## src/rtl/sflash_pkg.sv

```systemverilog
package sflash_pkg;
  typedef enum logic [1:0] {
    OP_READ  = 2'd0,
    OP_BUFWR = 2'd1,
    OP_PROG  = 2'd2,
    OP_RSVD  = 2'd3
  } op_e;

  typedef enum logic [1:0] {
    ST_IDLE,
    ST_CMD,
    ST_DATA,
    ST_GAP
  } st_e;
endpackage

```

## src/rtl/sflash_frame.sv

```systemverilog
module sflash_frame
  import sflash_pkg::*;
#(
  parameter int OPC_W   = 8,
  parameter int PAGE_W  = 12,
  parameter int BYTE_W  = 10,
  parameter int DUMMY_W = 32,
  parameter logic [OPC_W-1:0] OPC_RD  = 8'hD2,
  parameter logic [OPC_W-1:0] OPC_WR1 = 8'h84,
  parameter logic [OPC_W-1:0] OPC_WR2 = 8'h87,
  parameter logic [OPC_W-1:0] OPC_PG1 = 8'h83,
  parameter logic [OPC_W-1:0] OPC_PG2 = 8'h86,
  localparam int FRAME_W = OPC_W + PAGE_W + BYTE_W + DUMMY_W,
  localparam int CNT_W   = $clog2(FRAME_W + 1)
) (
  input  op_e                op_i,
  input  logic               buf_sel_i,
  input  logic [PAGE_W-1:0]  page_i,
  input  logic [BYTE_W-1:0]  byte_i,
  output logic [FRAME_W-1:0] frame_o,
  output logic [CNT_W-1:0]   nbits_o
);
  localparam int SHORT_W = OPC_W + PAGE_W + BYTE_W;

  always_comb begin
    unique case (op_i)
      OP_BUFWR: begin
        frame_o = {buf_sel_i ? OPC_WR2 : OPC_WR1, {PAGE_W{1'b0}}, byte_i, {DUMMY_W{1'b0}}};
        nbits_o = CNT_W'(SHORT_W);
      end
      OP_PROG: begin
        frame_o = {buf_sel_i ? OPC_PG2 : OPC_PG1, page_i, {BYTE_W{1'b0}}, {DUMMY_W{1'b0}}};
        nbits_o = CNT_W'(SHORT_W);
      end
      default: begin
        frame_o = {OPC_RD, page_i, byte_i, {DUMMY_W{1'b0}}};
        nbits_o = CNT_W'(FRAME_W);
      end
    endcase
  end
endmodule

```

## src/rtl/sflash_shift.sv

```systemverilog
module sflash_shift #(
  parameter int FRAME_W = 62,
  parameter int DATA_W  = 8,
  localparam int CNT_W  = $clog2(FRAME_W + 1)
) (
  input  logic               clk_i,
  input  logic               rst_ni,
  input  logic               load_i,
  input  logic [FRAME_W-1:0] word_i,
  input  logic [CNT_W-1:0]   nbits_i,
  input  logic               so_i,
  output logic               sck_o,
  output logic               si_o,
  output logic               seg_done_o,
  output logic [DATA_W-1:0]  rx_o
);
  logic [FRAME_W-1:0] sh_q;
  logic [CNT_W-1:0]   cnt_q;
  logic               run_q, ph_q, done_q;
  logic [DATA_W-1:0]  rx_q;

  always_ff @(posedge clk_i or negedge rst_ni) begin
    if (!rst_ni) begin
      sh_q   <= '0;
      cnt_q  <= '0;
      run_q  <= 1'b0;
      ph_q   <= 1'b0;
      done_q <= 1'b0;
      rx_q   <= '0;
    end else begin
      done_q <= 1'b0;
      if (load_i) begin
        sh_q  <= word_i;
        cnt_q <= nbits_i;
        run_q <= 1'b1;
        ph_q  <= 1'b0;
      end else if (run_q) begin
        if (!ph_q) begin
          ph_q <= 1'b1;
        end else begin
          // falling edge: advance output, capture input sampled in high phase
          ph_q  <= 1'b0;
          sh_q  <= {sh_q[FRAME_W-2:0], 1'b0};
          rx_q  <= {rx_q[DATA_W-2:0], so_i};
          cnt_q <= cnt_q - 1'b1;
          if (cnt_q == CNT_W'(1)) begin
            run_q  <= 1'b0;
            done_q <= 1'b1;
          end
        end
      end
    end
  end

  assign sck_o      = ph_q;
  assign si_o       = sh_q[FRAME_W-1];
  assign seg_done_o = done_q;
  assign rx_o       = rx_q;

  a_r5_si_stable_high: assert property (@(posedge clk_i) disable iff (!rst_ni)
    sck_o |-> $stable(si_o));
  a_r5_sck_needs_run: assert property (@(posedge clk_i) disable iff (!rst_ni)
    sck_o |-> run_q);
endmodule

```

## src/rtl/sflash_addr.sv

```systemverilog
module sflash_addr #(
  parameter int BYTE_W     = 10,
  parameter int PAGE_BYTES = 528
) (
  input  logic              clk_i,
  input  logic              rst_ni,
  input  logic              load_i,
  input  logic [BYTE_W-1:0] addr_i,
  input  logic              step_i,
  output logic              wrap_o
);
  localparam logic [BYTE_W-1:0] LAST = BYTE_W'(PAGE_BYTES - 1);

  logic [BYTE_W-1:0] addr_q;
  logic              wrap_q;

  always_ff @(posedge clk_i or negedge rst_ni) begin
    if (!rst_ni) begin
      addr_q <= '0;
      wrap_q <= 1'b0;
    end else begin
      wrap_q <= 1'b0;
      if (load_i) begin
        addr_q <= addr_i;
      end else if (step_i) begin
        if (addr_q == LAST) begin
          addr_q <= '0;
          wrap_q <= 1'b1;
        end else begin
          addr_q <= addr_q + 1'b1;
        end
      end
    end
  end

  assign wrap_o = wrap_q;

  a_r8_addr_in_range: assert property (@(posedge clk_i) disable iff (!rst_ni)
    addr_q <= LAST);
  a_r8_wrap_after_last: assert property (@(posedge clk_i) disable iff (!rst_ni)
    (step_i && !load_i && addr_q == LAST) |=> (wrap_o && addr_q == '0));
endmodule

```

## src/rtl/sflash_seq.sv

```systemverilog
module sflash_seq
  import sflash_pkg::*;
#(
  parameter int OPC_W      = 8,
  parameter int PAGE_W     = 12,
  parameter int BYTE_W     = 10,
  parameter int DUMMY_W    = 32,
  parameter int PAGE_BYTES = 528,
  parameter int LEN_W      = 10,
  parameter int DATA_W     = 8
) (
  input  logic              clk_i,
  input  logic              rst_ni,
  input  logic              start_i,
  input  logic [1:0]        op_i,
  input  logic              buf_sel_i,
  input  logic [PAGE_W-1:0] page_i,
  input  logic [BYTE_W-1:0] byte_i,
  input  logic [LEN_W-1:0]  len_i,
  output logic              busy_o,
  output logic              done_o,
  output logic              err_o,
  input  logic [DATA_W-1:0] wr_data_i,
  output logic              wr_take_o,
  output logic [DATA_W-1:0] rd_data_o,
  output logic              rd_valid_o,
  output logic              wrap_o,
  output logic              cs_n_o,
  output logic              sck_o,
  output logic              si_o,
  input  logic              so_i
);
  localparam int FRAME_W = OPC_W + PAGE_W + BYTE_W + DUMMY_W;
  localparam int CNT_W   = $clog2(FRAME_W + 1);

  st_e               state_q;
  op_e               op_q, op_in;
  logic [LEN_W-1:0]  rem_q;
  logic              cs_n_q, done_q, err_q, rd_valid_q;
  logic [DATA_W-1:0] rd_data_q;

  logic [FRAME_W-1:0] frame, eng_word;
  logic [CNT_W-1:0]   frame_bits, eng_bits;
  logic               bad, accept, data_go, eng_load, seg_done;
  logic [DATA_W-1:0]  eng_rx;

  assign op_in  = op_e'(op_i);
  assign bad    = (op_in == OP_RSVD) ||
                  (op_in != OP_PROG && byte_i >= BYTE_W'(PAGE_BYTES));
  assign accept = (state_q == ST_IDLE) && start_i && !bad;

  assign data_go = seg_done &&
    ((state_q == ST_CMD  && op_q != OP_PROG && rem_q != '0) ||
     (state_q == ST_DATA && rem_q > LEN_W'(1)));

  assign eng_load = accept || data_go;
  assign eng_word = accept ? frame :
                    {(op_q == OP_BUFWR) ? wr_data_i : {DATA_W{1'b0}}, {(FRAME_W-DATA_W){1'b0}}};
  assign eng_bits = accept ? frame_bits : CNT_W'(DATA_W);

  sflash_frame #(
    .OPC_W(OPC_W), .PAGE_W(PAGE_W), .BYTE_W(BYTE_W), .DUMMY_W(DUMMY_W)
  ) u_frame (
    .op_i     (op_in),
    .buf_sel_i(buf_sel_i),
    .page_i   (page_i),
    .byte_i   (byte_i),
    .frame_o  (frame),
    .nbits_o  (frame_bits)
  );

  sflash_shift #(.FRAME_W(FRAME_W), .DATA_W(DATA_W)) u_shift (
    .clk_i     (clk_i),
    .rst_ni    (rst_ni),
    .load_i    (eng_load),
    .word_i    (eng_word),
    .nbits_i   (eng_bits),
    .so_i      (so_i),
    .sck_o     (sck_o),
    .si_o      (si_o),
    .seg_done_o(seg_done),
    .rx_o      (eng_rx)
  );

  sflash_addr #(.BYTE_W(BYTE_W), .PAGE_BYTES(PAGE_BYTES)) u_addr (
    .clk_i (clk_i),
    .rst_ni(rst_ni),
    .load_i(accept && op_in != OP_PROG),
    .addr_i(byte_i),
    .step_i(seg_done && state_q == ST_DATA),
    .wrap_o(wrap_o)
  );

  always_ff @(posedge clk_i or negedge rst_ni) begin
    if (!rst_ni) begin
      state_q    <= ST_IDLE;
      op_q       <= OP_READ;
      rem_q      <= '0;
      cs_n_q     <= 1'b1;
      done_q     <= 1'b0;
      err_q      <= 1'b0;
      rd_valid_q <= 1'b0;
      rd_data_q  <= '0;
    end else begin
      done_q     <= 1'b0;
      err_q      <= 1'b0;
      rd_valid_q <= 1'b0;
      unique case (state_q)
        ST_IDLE: if (start_i) begin
          if (bad) begin
            err_q <= 1'b1;
          end else begin
            state_q <= ST_CMD;
            cs_n_q  <= 1'b0;
            op_q    <= op_in;
            rem_q   <= len_i;
          end
        end
        ST_CMD: if (seg_done) begin
          if (op_q == OP_PROG || rem_q == '0) begin
            cs_n_q  <= 1'b1;
            state_q <= ST_GAP;
          end else begin
            state_q <= ST_DATA;
          end
        end
        ST_DATA: if (seg_done) begin
          rem_q <= rem_q - 1'b1;
          if (op_q == OP_READ) begin
            rd_valid_q <= 1'b1;
            rd_data_q  <= eng_rx;
          end
          if (rem_q == LEN_W'(1)) begin
            cs_n_q  <= 1'b1;
            state_q <= ST_GAP;
          end
        end
        ST_GAP: begin
          state_q <= ST_IDLE;
          done_q  <= 1'b1;
        end
        default: state_q <= ST_IDLE;
      endcase
    end
  end

  assign busy_o     = (state_q != ST_IDLE);
  assign done_o     = done_q;
  assign err_o      = err_q;
  assign cs_n_o     = cs_n_q;
  assign rd_valid_o = rd_valid_q;
  assign rd_data_o  = rd_data_q;
  assign wr_take_o  = data_go && (op_q == OP_BUFWR);

  a_r5_sck_needs_cs: assert property (@(posedge clk_i) disable iff (!rst_ni)
    sck_o |-> !cs_n_o);
  a_r10_cs_gap: assert property (@(posedge clk_i) disable iff (!rst_ni)
    $rose(cs_n_o) |=> cs_n_o);
  a_r10_done_idle: assert property (@(posedge clk_i) disable iff (!rst_ni)
    done_o |-> (!busy_o && cs_n_o));
  a_r9_err_no_cs: assert property (@(posedge clk_i) disable iff (!rst_ni)
    err_o |-> (cs_n_o && !busy_o));
  a_r6_valid_only_read: assert property (@(posedge clk_i) disable iff (!rst_ni)
    rd_valid_o |-> (op_q == OP_READ));
  a_r7_take_only_write: assert property (@(posedge clk_i) disable iff (!rst_ni)
    wr_take_o |-> (op_q == OP_BUFWR && !cs_n_o && !sck_o));
endmodule

```

## config.mk

```make
export PLATFORM = sky130hd
export DESIGN_NAME = sflash_seq
export DESIGN_NICKNAME = d
export VERILOG_FILES = /design/src/rtl/sflash_pkg.sv /design/src/rtl/sflash_frame.sv /design/src/rtl/sflash_shift.sv /design/src/rtl/sflash_addr.sv /design/src/rtl/sflash_seq.sv
export SDC_FILE = /design/constraint.sdc
export NUM_CORES = 1
export LEC_CHECK = 0
export BUFFER_PORTS_ARGS = -buffer_cell sky130_fd_sc_hd__buf_2
export CAP_MARGIN = 10
export CORE_MARGIN = 5
export CORE_UTILIZATION = 49
export CTS_BUF_LIST = sky130_fd_sc_hd__clkbuf_4 sky130_fd_sc_hd__clkbuf_8 sky130_fd_sc_hd__clkbuf_16
export CTS_CLUSTER_DIAMETER = 80
export DETAILED_ROUTE_END_ITERATION = 8
export MAX_ROUTING_LAYER = met4
export PLACE_DENSITY = 0.78
export REMOVE_ABC_BUFFERS = 1
export SLEW_MARGIN = 0
export SYNTH_ARGS = -nofsm -noshare
export SYNTH_HDL_FRONTEND = slang
export SYNTH_SLANG_ARGS = --single-unit
```

## constraint.sdc

```tcl
create_clock -name clk_i -period 2 [get_ports clk_i]
set_input_delay 0.4 -clock clk_i [delete_from_list [all_inputs] [get_ports clk_i]]
set_output_delay 0.4 -clock clk_i [all_outputs]
set_load 0.1 [all_outputs]
```

==> flow_summary_export.csv, run 1 <==
group,metric,value,unit
critical_path,end_kind,"primary output",
grt,grt_max_degree,67,
sta,slew_viol_final,0,
clock_network,clock-sinks,84,
floorplan,pin_count,64,
outcome,violations,"setup timing",
synthesis,yosys_register_bits,84,
clock_network,clock_latency,0.37,ns
detailed_routing,postRouteWirelength,10.8,mm
critical_path,critical_path.slowest_cell,"dfrtp_1",
critical_path,r2r-end,"u_shift.rx_o[6]$_DFFE_PN0P_",
floorplan,fp.dieH,104,um
sta,period_minus_slack,2.36,ns
synthesis,synth_area_leader_cell,"dfrtp_1",
run,drv_cap,0,
sta,hold_viol,0,
critical_path,crit_top_cell,"a31oi_4",
clock_network,htree_levels,3,
critical_path,critPathRequiredTime,1.60,ns
sta,setup_slack,-0.357,ns
sta,setup_tns,-4.08,ns
hold_path,hold_end,"u_shift.sh_q[49]$_DFFE_PN0P_",
critical_path,arrival,1.96,ns
synthesis,synth-seq-area-share,48.2,%
sta,setup_viol,39,
grt,grt_antenna_before_repair,0,
critical_path,r2r_start,"rem_q[0]$_DFFE_PN0P_",
clock_network,cts-root-buf,"clkbuf_8",
power,power,3.08,mW
finish,area_growth,26.8,%
critical_path,critPathTopFamily,"flip-flops",
sta,fin_skew,0.0113,ns
synthesis,async_flop_share,100,%
detailed_routing,viasPerCell,5.76,
placed_design,dp_hpwl,7.67,mm
finish,fin_nets,614,
clock_network,cts_tree,"yes",
finish,drive_gt1_share,31.2,%
synthesis,synthTopCellsByArea,"dfrtp_1 (48%), nand2_1 (5.5%), a2bb2oi_1 (4.8%), o211ai_1 (3.8%), mux2_2 (3.6%)",
critical_path,cp-start-kind,"flop",
detailed_routing,ant_nets,0,
floorplan,start_util,50.3,%
placed_design,post-place-ws,-0.294,ns
grt,overflow,0,
clock_network,cts_buffers,9,
floorplan,die_w,104,um
sta,rsz0062_at_grt,"true",
clock_network,clock_path_buffers,2,
synthesis,syn_inst,445,
critical_path,cp.buffers_inverters,3,
grt,grt_pass1_wl,18.2,mm
floorplan,std_cell_rows,34,
sta,slew-limit-headroom,57.1,%
synthesis,synth_flop_cell,"dfrtp_1",
synthesis,yosys.area.top_type_share,47.6,%
finish,antenna_cells,0,
hold_path,hold_path_class,"primary input to flop",
hold_path,min-delay-start,"page_i[7]",
detailed_routing,drt-pass1-iter-count,4,
synthesis,avgSynthCellArea,9.80,um^2
grt,grt_util_all_layers,20.9,%
synthesis,mappedNetlistArea,4360,um^2
critical_path,path_class,"flop to primary output",
finish,fill_cells,715,
placed_design,io_buffers,63,
synthesis,synthMostInstantiatedCell,"dfrtp_1",
synthesis,synth.cells.most_frequent,"dfrtp_1 (83), nand2_1 (64), o21ai_0 (29), a2bb2oi_1 (24), o211ai_1 (22)",
sta,max_freq,424,MHz
synthesis,ys_types,51,
power,p_per_area,557,nW/um^2
hold_path,whs_path_depth,3,
power,p_leak,2.64,nW
critical_path,ff2ff_setup_slack,-0.16,ns
critical_path,critPathMaxFanout,3,
power,max-vdd-ir-drop,310,uV
detailed_routing,drc,0,
placed_design,gp_congestion,0.840,
synthesis,yosysWarnings,0,
critical_path,cpPeakStageDelay,0.42,ns
sta,post-route-period-util,118,%
detailed_routing,dr.first_iter.drc_count,205,
synthesis,synth-edff-count,0,
critical_path,reg2reg_depth,8,
outcome,status,"finished with violations",
critical_path,cp_cell_sequence,"inv_2 > ha_4 > or2_4 > a31oi_4 > buf_6 > a31oi_4 > nor3_4 > buf_12",
floorplan,coreArea,8680,um^2
floorplan,die_area,10900,um^2
finish,final_core_util,63.7,%
detailed_routing,wire_per_inst,16.1,um
clock_network,clkTransAtPathRegs,0.10,ns
grt,grt_pass1_vias,3840,
sta,worst_slew_pin_slew,0.641,ns
detailed_routing,vias,3854,
where the power goes:
part / switching, mW / internal, mW
clock: 0.736 / 0.499
sequential: 0.00546 / 1.71
combinational: 0.0759 / 0.0592
layout make-up:
type	count	area, um^2	share of cell area [%]
Clock buffer	9	124	2.24
Clock inverter	7	76.3	1.38
Inverter	17	63.8	1.15
Multi-Input combinational cell	321	2190	39.5
Sequential cell	84	2100	38.0
Tap cell	108	135	2.44
Timing Repair Buffer	123	841	15.2
sequential cells by signal (all words and copies together), names as in the netlist, 2 cells and up:
signal and cells:
u_shift.rx_o 8, state_q 2, u_shift.cnt_q 6, op_q 2
rem_q 10, u_shift.sh_q 30, u_addr.addr_q 10, rd_data_o 8
per-layer routing:
layer	wire length (um)	global-route usage (%)	up-vias
met1	4700	25.9	1889
met5	0	-	-
met2	5490	33.9	92
li1	-	-	1856
met4	214	7.96	0
met3	391	3.79	17
kinds of logic after synthesis:
family                     synth area share (%)
DFF                                        48.2
AOI/OAI and AO/OA                          19.9
and+or+nand+nor                            17.3
muxes                                      5.77
xor gates and xnor gates                   2.01
adders and majority gates                  3.16
buffers and inverters                      3.67
cell usage in the layout (no fill, tap or decap), types with 4 or more instances in the layout:
cell,netlist,final
a21oi_1,20,20
a2bb2oi_1,24,24
a31oi_1,13,12
and3_1,5,5
buf_12,0,4
buf_2,8,60
buf_4,0,55
clkbuf_8,0,9
dfrtp_1,83,83
ha_1,11,9
inv_1,17,14
mux2_2,14,14
mux2i_1,6,6
nand2_1,64,63
nand2b_1,6,6
nand3_1,12,11
nand4_1,13,13
nor2_1,15,15
nor3_1,15,14
nor4_1,5,4
o211ai_1,22,22
o21ai_0,29,28
xnor2_1,7,7
timing repair:
action                                  in CTS  in global routing
hold buffers                                 1                  0
resized for setup                           15                  8
buffers inserted                             7                  2
endpoints found under the setup margin      41                 48
hold endpoints to repair                    18                  0
gates cloned                                 0                  0
pin swaps                                    8                  5
through the flow:
stage,cells,cell area [um^2],hold slack (ns)
after global routing,669,5530,0.241
after detailed placement,646,5170,0.303
after CTS,669,5500,0.236
final,669,5530,0.256
after global placement,646,5170,0.300
after floorplan,422,4270,0.104
worst max-delay path by stage:
| stage | depth (start not counted) | to | start |
|---|---|---|---|
| 6_report | 8 | wr_take_o | rem_q[0]$_DFFE_PN0P_ |
| 5_1_grt | 7 | wr_take_o | rem_q[0]$_DFFE_PN0P_ |
| 4_1_cts | 9 | wr_take_o | rem_q[1]$_DFFE_PN0P_ |
| 3_5_place_dp | 7 | u_shift.sh_q[55]$_DFFE_PN0P_ | op_i[1] |
| 3_3_place_gp | 7 | u_shift.sh_q[55]$_DFFE_PN0P_ | op_i[1] |
| 2_1_floorplan | 6 | wr_take_o | state_q[0]$_DFFE_PN0P_ |
worst register-to-register path: cells and delay by family (launching register included):
kind                       cells  cell delay, ns
buffers and inverters          2            0.34
adders and majority gates      1            0.15
AOI/OAI and AO/OA              2            0.42
and+or+nand+nor                2            0.36
DFF                            1            0.43
muxes                          1            0.35
Power figures use the tool's default switching activity.
==> run 2, diff against run 1 <==
Settings changed: CORE_MARGIN 5 to 2.
==> flow_summary_export.csv, run 2 (synthesis gave the netlist of run 1 again) <==
group,metric,value,unit
sta,slew-limit-headroom,55.7,%
detailed_routing,vias,3934,
sta,hold_viol,0,
sta,holdWs,0.262,ns
grt,grt_antenna_before_repair,0,
detailed_routing,drc,0,
power,power.switching,0.728,mW
clock_network,cts-root-buf,"clkbuf_8",
critical_path,cp_cell_sequence,"inv_2 > ha_4 > nor3b_4 > a32oi_2 > a31oi_4 > nor3_4 > buf_12",
critical_path,path_class,"flop to primary output",
sta,worst_slew_pin_slew,0.663,ns
critical_path,cp-start-kind,"flop",
critical_path,arrival,1.97,ns
finish,fin_nets,623,
placed_design,gp_congestion,0.848,
critical_path,end_kind,"primary output",
finish,largest_reg_flops,30,
finish,mostFrequentLayoutCells,"dfrtp_1 (83), nand2_1 (63), buf_4 (61)",
run,drv_cap,0,
power,p_seq_share,54.4,%
grt,grt_pass1_vias,3877,
finish,area_growth,29.7,%
detailed_routing,ant_nets,0,
critical_path,critPathRequiredTime,1.60,ns
power,clkPwrFrac,41.1,%
floorplan,pin_count,64,
power,p_leak,2.70,nW
outcome,status,"finished with violations",
sta,slew_viol_final,0,
clock_network,cts_buffers,9,
clock_network,htree_levels,3,
floorplan,std_cell_rows,34,
detailed_routing,postRouteWirelength,11.1,mm
grt,overflow,0,
finish,antenna_cells,0,
finish,drive_gt1_share,33.0,%
critical_path,critPathMaxFanout,3,
clock_network,clock_path_buffers,2,
sta,period_minus_slack,2.37,ns
grt,grt_pass1_wl,18.3,mm
floorplan,fp.dieH,98.3,um
finish,finalInstanceArea,5660,um^2
sta,rsz0062_at_grt,"true",
placed_design,post-place-ws,-0.235,ns
floorplan,coreArea,8680,um^2
sta,fin_skew,0.0118,ns
power,max-vdd-ir-drop,303,uV
critical_path,critical_path.slowest_cell,"dfrtp_1",
floorplan,start_util,50.3,%
power,combPwrFrac,4.5,%
sta,post-route-period-util,118,%
detailed_routing,wire_per_inst,16.3,um
power,sw_frac_of_total,23.1,%
grt,grt_max_degree,34,
finish,fill_cells,665,
finish,largest_registers,"u_shift.sh_q: 30 flops, rem_q: 10 flops, u_addr.addr_q: 10 flops",
finish,layout_commonest_cell,"dfrtp_1",
clock_network,cts_tree,"yes",
sta,max_freq,423,MHz
sta,setup_viol,42,
critical_path,critPathTopFamily,"flip-flops",
grt,grt_util_all_layers,24.0,%
finish,regMostFlops,"u_shift.sh_q",
detailed_routing,viasPerCell,5.80,
placed_design,postPlaceCellArea,5220,um^2
clock_network,clock_latency,0.37,ns
power,p_per_area,556,nW/um^2
floorplan,die_area,9670,um^2
critical_path,cp.buffers_inverters,2,
power,p_int,2.42,mW
finish,final_core_util,65.2,%
placed_design,io_buffers,63,
clock_network,clock-sinks,84,
outcome,violations,"setup timing",
power,power,3.14,mW
sta,setup_slack,-0.365,ns
clock_network,clkTransAtPathRegs,0.09,ns
placed_design,dp_hpwl,7.73,mm
floorplan,die_w,98.3,um
hold_path,hold_path_class,"primary input to flop",
detailed_routing,drt-pass1-iter-count,4,
detailed_routing,dr.first_iter.drc_count,151,
critical_path,cpPeakStageDelay,0.40,ns
-- run 2: final cells by class --
class / count / area, um^2 / area share, %
Clock buffer: 11 / 151 / 2.68
Clock inverter: 5 / 60.1 / 1.06
Inverter: 17 / 63.8 / 1.13
Multi-Input combinational cell: 321 / 2210 / 39.0
Sequential cell: 84 / 2100 / 37.2
Tap cell: 108 / 135 / 2.39
Timing Repair Buffer: 132 / 937 / 16.6
-- run 2: layer usage --
| layer | GRT usage, % | wire [um] | vias up |
|---|---|---|---|
| li1 | - | - | 1876 |
| met1 | 29.7 | 4810 | 1937 |
| met2 | 39.0 | 5510 | 96 |
| met3 | 4.44 | 461 | 25 |
| met4 | 9.59 | 284 | 0 |
| met5 | - | 0 | - |
-- run 2: worst paths after layout --
| kind | to | cells after the start | startpoint | slack (ns) |
|---|---|---|---|---|
| max | wr_take_o | 7 | rem_q[0]$_DFFE_PN0P_ | -0.37 |
| min | u_shift.sh_q[52]$_DFFE_PN0P_ | 3 | page_i[10] | 0.26 |
| max reg2reg | u_shift.rx_o[6]$_DFFE_PN0P_ | 10 | rem_q[0]$_DFFE_PN0P_ | -0.28 |
| min reg2reg | rd_data_o[2]$_DFFE_PN0P_ | 1 | rd_data_o[2]$_DFFE_PN0P_ | 0.51 |
| max in group asynchronous | cs_n_o$_DFFE_PN1P_ | 3 | rst_ni | 0.85 |
| min in group asynchronous | u_addr.wrap_o$_DFF_PN0_ | 2 | rst_ni | 0.51 |
-- run 2: timing repair --
action,CTS,global route
setup buffers,4,6
hold buffers,1,0
endpoints found under the setup margin,41,48
gates resized for setup,18,17
endpoints found under the hold margin,23,0
pin swaps,5,7
-- run 2: per-stage QoR --
step,TNS [ns],cells
detailed placement,-6.93,653
global placement,-4.70,653
finish,-8.24,678
global route,-12.83,678
CTS,-1.73,673
floorplan,-45.87,422
-- run 2: worst min-delay path, stage by stage --
cell and delay, ns:
buf_2 0.10, nand2_1 0.05, a2bb2oi_1 0.05
-- run 2: power by group through the flow --
stage                     registers (mW)  clock network [mW]  logic (mW)
after floorplan                     1.74                   0      0.0262
after global placement              1.74                   0       0.135
after detailed placement            1.74                   0       0.137
after CTS                           1.71                1.31       0.140
after global routing                1.71                1.37       0.156
final                               1.71                1.29       0.140
==> run 3, diff against run 2 <==
Settings changed: PLACE_DENSITY 0.78 to 0.75.
==> flow_summary_export.csv, run 3 (synthesis gave the netlist of run 1 again) <==
group,metric,value,unit
floorplan,std_cell_rows,34,
finish,final_core_util,65.4,%
critical_path,critPathRequiredTime,1.60,ns
detailed_routing,ant_nets,0,
clock_network,clock_latency,0.36,ns
finish,largest_reg_flops,30,
critical_path,timing.critical_path.depth,5,
floorplan,die_area,9670,um^2
sta,setup_viol,41,
grt,overflow,0,
floorplan,coreArea,8680,um^2
critical_path,arrival,1.97,ns
floorplan,pin_count,64,
critical_path,cp.buffers_inverters,1,
grt,grt_util_all_layers,24.3,%
power,max-vdd-ir-drop,370,uV
clock_network,cts_tree,"yes",
sta,slew-limit-headroom,60.0,%
critical_path,cp_cell_sequence,"nor4_4 > a32oi_2 > a31oi_4 > nor3_4 > buf_12",
hold_path,hold_path_class,"primary input to asynchronous set/reset pin",
sta,hold_viol,0,
sta,setup_tns,-8.22,ns
grt,grt_pass1_vias,3849,
finish,area_growth,30.1,%
sta,post-route-period-util,118,%
power,p_leak,2.70,nW
sta,slew_viol_final,0,
grt,grt_max_degree,39,
sta,fin_skew,0.0124,ns
clock_network,clock-sinks,84,
sta,max_freq,422,MHz
power,p_per_area,587,nW/um^2
detailed_routing,postRouteWirelength,11.3,mm
critical_path,reg2reg_depth,7,
critical_path,cpPeakStageDelay,0.46,ns
sta,worst_slew_pin_slew,0.598,ns
detailed_routing,drt-pass1-iter-count,5,
clock_network,clkTransAtPathRegs,0.09,ns
clock_network,clock_path_buffers,2,
finish,finalInstanceArea,5680,um^2
critical_path,path_class,"flop to primary output",
clock_network,ctsHoldBuffers,0,
sta,period_minus_slack,2.37,ns
critical_path,critical_path.slowest_cell,"nor4_4",
placed_design,gp_congestion,0.895,
detailed_routing,dr.first_iter.drc_count,200,
finish,mostFrequentLayoutCells,"dfrtp_1 (83), nand2_1 (63), buf_4 (63)",
clock_network,cts_buffers,9,
finish,drive_gt1_share,33.2,%
floorplan,die_w,98.3,um
sta,holdWs,0.0107,ns
detailed_routing,vias,3911,
sta,rsz0062_at_grt,"true",
finish,fill_cells,722,
clock_network,cts-root-buf,"clkbuf_8",
finish,antenna_cells,0,
detailed_routing,drc,0,
finish,fin_nets,623,
placed_design,dp_hpwl,7.81,mm
finish,layout_commonest_cell,"dfrtp_1",
critical_path,end_kind,"primary output",
detailed_routing,viasPerCell,5.77,
placed_design,io_buffers,63,
critical_path,critPathTopFamily,"simple AND/OR/NAND/NOR gates",
clock_network,htree_levels,3,
finish,largest_registers,"u_shift.sh_q: 30 flops, rem_q: 10 flops, u_addr.addr_q: 10 flops",
finish,regMostFlops,"u_shift.sh_q",
grt,grt_antenna_before_repair,0,
power,power,3.33,mW
critical_path,cp-start-kind,"flop",
outcome,violations,"setup timing",
floorplan,fp.dieH,98.3,um
grt,grt_pass1_wl,18.5,mm
run,drv_cap,0,
placed_design,postPlaceCellArea,5210,um^2
outcome,status,"finished with violations",
detailed_routing,wire_per_inst,16.7,um
critical_path,critPathMaxFanout,4,
floorplan,start_util,50.3,%
sta,setup_slack,-0.369,ns
-- run 3: power breakdown --
part           switching (mW)  leakage (nW)  internal (mW)
sequential            0.00664          1.07           1.70
clock                   0.643         0.120          0.838
combinational          0.0791          1.51         0.0604
-- run 3: layout make-up --
type	count	area (um^2)	share of cell area (%)
Clock inverter	7	124	2.18
Sequential cell	84	2100	37.1
Clock buffer	9	124	2.18
Tap cell	108	135	2.38
Multi-Input combinational cell	322	2230	39.2
Timing Repair Buffer	131	898	15.8
Inverter	17	63.8	1.12
-- run 3: routing by layer --
metal	vias up	wire length, um	part of all wire (%)	track usage (%)
li1	1878	-	-	-
met3	20	656	5.8	4.58
met1	1882	4760	42	31.4
met2	131	5650	50	39.2
met5	-	0	0	-
met4	0	222	2.0	7.27
-- run 3: final timing paths --
kind	start	slack, ns	to
max	rem_q[7]$_DFFE_PN0P_	-0.37	wr_take_o
min	rst_ni	0.01	u_shift.sh_q[37]$_DFFE_PN0P_
max reg2reg	rem_q[7]$_DFFE_PN0P_	-0.26	u_shift.sh_q[39]$_DFFE_PN0P_
min reg2reg	rd_data_o[1]$_DFFE_PN0P_	0.51	rd_data_o[1]$_DFFE_PN0P_
max in group asynchronous	rst_ni	1.36	u_addr.addr_q[2]$_DFFE_PN0P_
min in group clk_i	byte_i[0]	0.27	u_addr.addr_q[0]$_DFFE_PN0P_
-- run 3: metrics by stage --
| stage | instances | setup WS, ns |
|---|---|---|
| 2_1_floorplan | 422 | -2.48 |
| 3_3_place_gp | 651 | -0.144 |
| 3_5_place_dp | 651 | -0.273 |
| 4_1_cts | 668 | -0.469 |
| 5_1_grt | 678 | -0.451 |
| 6_report | 678 | -0.369 |
-- run 3: repair_timing --
action,4_1_cts,5_1_grt
endpoints found under the hold margin,0,0
setup buffers,1,10
gates resized for setup,13,21
pin swaps,4,14
cloned,0,1
setup endpoints to repair,43,46
-- run 3: worst register-to-register path: stages, from the launching register on --
cell       delay (ns)
dfrtp_1          0.44
nor4_4           0.46
a32oi_2          0.23
a31oi_4          0.25
buf_4            0.24
nand3_1          0.17
buf_12           0.20
a2bb2oi_1        0.14
